**src/rtl/bcd_pkg.sv**
```systemverilog
package bcd_pkg;
    localparam int DIGIT_W = 4;
    localparam int LO_W    = 2;
    localparam int HI_W    = DIGIT_W - LO_W;

    typedef logic [DIGIT_W-1:0] digit_t;

    typedef struct packed {
        logic   cout;
        digit_t sum;
    } bcd_res_t;
endpackage

```
**src/rtl/bcd_lo_stage.sv**
```systemverilog
module bcd_lo_stage
    import bcd_pkg::*;
(
    input  logic [LO_W-1:0] a_lo,
    input  logic [LO_W-1:0] b_lo,
    input  logic            cin,
    output logic            s0,
    output logic [1:0]      xpart
);
    logic [LO_W:0] t;

    always_comb begin
        t     = {1'b0, a_lo} + {1'b0, b_lo} + {{LO_W{1'b0}}, cin};
        s0    = t[0];
        xpart = t[LO_W:1];
    end
endmodule

```
**src/rtl/bcd_hi_stage.sv**
```systemverilog
module bcd_hi_stage
    import bcd_pkg::*;
(
    input  logic [HI_W-1:0] a_hi,
    input  logic [HI_W-1:0] b_hi,
    input  logic [1:0]      xpart,
    output logic [2:0]      s_hi,
    output logic            cout
);
    logic [HI_W:0] hsum;
    logic [3:0]    h;

    always_comb begin
        hsum = {1'b0, a_hi} + {1'b0, b_hi};
        h    = {2'b00, xpart} + {hsum, 1'b0};
        cout = (h >= 4'd5);
        s_hi = cout ? 3'(h - 4'd5) : h[2:0];
    end
endmodule

```
**src/rtl/bcd_digit_adder.sv**
```systemverilog
module bcd_digit_adder
    import bcd_pkg::*;
#(
    parameter bit OUT_REG = 1'b1
) (
    input  logic         clk,
    input  logic         rst_n,
    input  logic [3:0]   a_digit,
    input  logic [3:0]   b_digit,
    input  logic         carry_in,
    output logic [3:0]   sum_digit,
    output logic         carry_out
);
    logic       s0;
    logic [1:0] xpart;
    logic [2:0] s_hi;
    logic       c_hi;
    bcd_res_t   res_c;

    bcd_lo_stage lo_i (
        .a_lo  (a_digit[LO_W-1:0]),
        .b_lo  (b_digit[LO_W-1:0]),
        .cin   (carry_in),
        .s0    (s0),
        .xpart (xpart)
    );

    bcd_hi_stage hi_i (
        .a_hi  (a_digit[DIGIT_W-1:LO_W]),
        .b_hi  (b_digit[DIGIT_W-1:LO_W]),
        .xpart (xpart),
        .s_hi  (s_hi),
        .cout  (c_hi)
    );

    always_comb begin
        res_c.cout = c_hi;
        res_c.sum  = {s_hi, s0};
    end

    generate
        if (OUT_REG) begin : g_reg
            bcd_res_t res_q;
            always_ff @(posedge clk or negedge rst_n) begin
                if (!rst_n) res_q <= '0;
                else        res_q <= res_c;
            end
            assign sum_digit = res_q.sum;
            assign carry_out = res_q.cout;
        end else begin : g_comb
            logic unused_clk;
            assign unused_clk = clk ^ rst_n;
            assign sum_digit  = res_c.sum;
            assign carry_out  = res_c.cout;
        end
    endgenerate
endmodule

```
**config.mk**
```make
export PLATFORM = sky130hd
export DESIGN_NAME = bcd_digit_adder
export DESIGN_NICKNAME = d
export VERILOG_FILES = /design/src/rtl/bcd_pkg.sv /design/src/rtl/bcd_lo_stage.sv /design/src/rtl/bcd_hi_stage.sv /design/src/rtl/bcd_digit_adder.sv
export SDC_FILE = /design/constraint.sdc
export NUM_CORES = 1
export LEC_CHECK = 0
export CAP_MARGIN = 20
export CORE_AREA = 5 5 42 44
export DETAILED_ROUTE_END_ITERATION = 12
export DIE_AREA = 0 0 47 49
export PLACE_DENSITY = 0.59
export SYNTH_ARGS = -nofsm -noshare
export SYNTH_HDL_FRONTEND = slang
export SYNTH_SLANG_ARGS = --single-unit
```
**constraint.sdc**
```tcl
create_clock -name clk -period 0.8 [get_ports clk]
set_input_delay 0.08 -clock clk [delete_from_list [all_inputs] [get_ports clk]]
set_output_delay 0.08 -clock clk [all_outputs]
set_load 0.01 [all_outputs]
```
==> results.ini <==
[global_route]
antenna_found_initial = 0
grt_start_max_net_pins = 6
first_global_vias = 300
grt_pass1_wl_mm = 1.069
overflow = 0
grt_use_total_pct = 6.823

[sta]
hold_viol = 0
rsz0062_at_grt = true
timing.final.crit_share_pct = 211.9
relSlewSlack_pct = 85.16
tightestPinTransition_ns = 0.2219
period_needed_ns = 1.695
final-setup-viol-count = 7
fmax_mhz = 590.0
setup_ws_ns = -0.8948
maxSlewViolCount = 0

[logic_synthesis]
ys_seq_area_share_pct = 34.25
ys_types = 11
syn_area_sq_um = 365.4
ys_ff_latch = 5
syn_avg_cell_area_sq_um = 10.75
synth-warning-count = 0
synthCells = 34
synth_fp_nets = 53

[clock_tree]
cts.sinks = 5
cts.htree.levels = 1
cts_buffers = 3
clk_pin_slew_ns = 0.04
hold_buffers = 0
root_buffer = clkbuf_4
cts_tree = built
clk_path_buf_depth = 2

[die]
die-width_microns = 47
start_util_pct = 26.07
die_area_sq_um = 2303
row_count = 14
die_h_microns = 49
core_area_sq_um = 1401
io_pins = 16

[finish]
antennaDiodeCount = 0
fin_util_pct = 47.50
syn_to_final_growth_pct = 82.19
final_area_sq_um = 665.6
drive_gt1_share_pct = 62.71
layout.nets = 79

[worst_setup_path]
end_kind = flip-flop
start_kind = primary input
cp_data_arrival_time_ns = 1.86
required_ns = 0.96
crit_type = primary input to flip-flop
crit_fanout = 3

[placement]
io_buffers = 15
gp_congestion = 0.6458
dpl.hpwl_microns = 519.9
postPlaceCellArea_sq_um = 635.6

[outcome]
violations = negative setup slack
status = finished, violations left

[flow_run]
max_cap_viol_count = 0

[routing]
wire_per_inst_microns = 8.240
routed_wirelength_microns = 618
vias = 299
drtPass1Iterations = 2
remaining_drc_errors = 0
drtIter0Drc = 1
routed_via_density = 3.987
ant_nets = 0

[power_and_ir_drop]
ir_drop_v = 0.0007976
leakagePower_nw = 0.3412
power_density_nw_per_um2 = 1913

[worst_hold_path]
hp-class = primary input to asynchronous set/reset pin

[cell usage in the layout (no fill, tap or decap), types with 2 or more instances in the layout]
cell,n
clkbuf_4,3
ha_4,4
inv_2,8
fa_2,2
dfrtp_1,5
inv_1,4
buf_2,6
buf_4,5
buf_6,2
dlygate4sd2_1,5
[synthesized netlist by cell type]
master	number	area (sq um)
inv_1	14	52.55
xnor2_1	1	8.760
a21boi_4	1	18.77
a21o_1	1	7.510
nor3_1	1	5.000
nand2b_1	1	6.260
xor2_1	1	8.760
mux2i_1	1	10.01
dfrtp_1	5	125.1
fa_1	3	60.06
ha_1	5	62.56
[where the power goes]
| group | switching [mW] | internal (mW) |
|---|---|---|
| Sequential | 0.0165 | 0.333 |
| Combinational | 0.275 | 0.354 |
| Clock | 0.106 | 0.189 |
[worst max-delay path by stage]
stage,start,endpoint,slack [ns],cells past startpoint
after floorplan,carry_in,sum_digit[2],-1.01,8
after global placement,carry_in,sum_digit[2],-1.70,10
after detailed placement,carry_in,sum_digit[2],-1.70,10
after CTS,carry_in,sum_digit[2],-0.90,11
after global routing,carry_in,sum_digit[3],-0.94,12
final,carry_in,sum_digit[2],-0.89,11
[kinds of logic (layout without fill, tap and decap cells)]
logic type,after synthesis,in the layout,synth area share (%)
mux,1,1,2.740
simple gates,2,2,3.082
compound gates,2,2,7.193
fa+ha+maj,8,8,33.56
xor+xnor,2,2,4.795
flops,5,5,34.25
buf+inv,14,39,14.38
[registers in the layout, summed over array words and instances (netlist names)]
name / cells
sum_digit: 4
carry_out: 1
[metrics by stage]
step                instances  TNS (ns)  total power [mW]  setup WS, ns  hold slack, ns
finish                     75    -3.357             1.273       -0.8948         0.05278
CTS                        75    -3.432             1.294       -0.8966         0.05450
global route               75    -3.748             1.396       -0.9421         0.05521
floorplan                  34    -3.693            0.7212        -1.007         -0.2156
detailed placement         69    -7.621             1.028        -1.697          0.3177
global placement           69    -7.584             1.020        -1.701          0.3120
[critical path, cell delays in order]
cell and delay, ns:
buf_8 0.08, inv_8 0.02, fa_2 0.38, fa_2 0.35
inv_2 0.07, ha_4 0.20, inv_4 0.07, ha_4 0.15
nand2b_4 0.06, a21boi_4 0.18, mux2i_1 0.20
[repair_timing]
action / in CTS / in global routing
endpoints found under the setup margin: 10 / 9
buffers inserted: 2 / 0
pin swaps: 8 / 2
resized for setup: 46 / 3
[layout make-up]
class                      count  area, sq um
fill                         145        735.7
multi-input combinational     15        260.3
timing repair buffer          21        171.4
sequential                     5        125.1
inverter                      14        62.56
clock buffer                   4        26.28
tap                           16        20.02
[routing by layer]
layer | vias to the layer above | global-route usage, % | share of wire [%]
met1 | 138 | 6.109 | 33
met4 | 0 | 2.765 | 1.3
li1 | 146 | - | -
met5 | - | 0 | 0
met2 | 13 | 10.86 | 52
met3 | 2 | 5.535 | 14
Power figures use the tool's default switching activity.
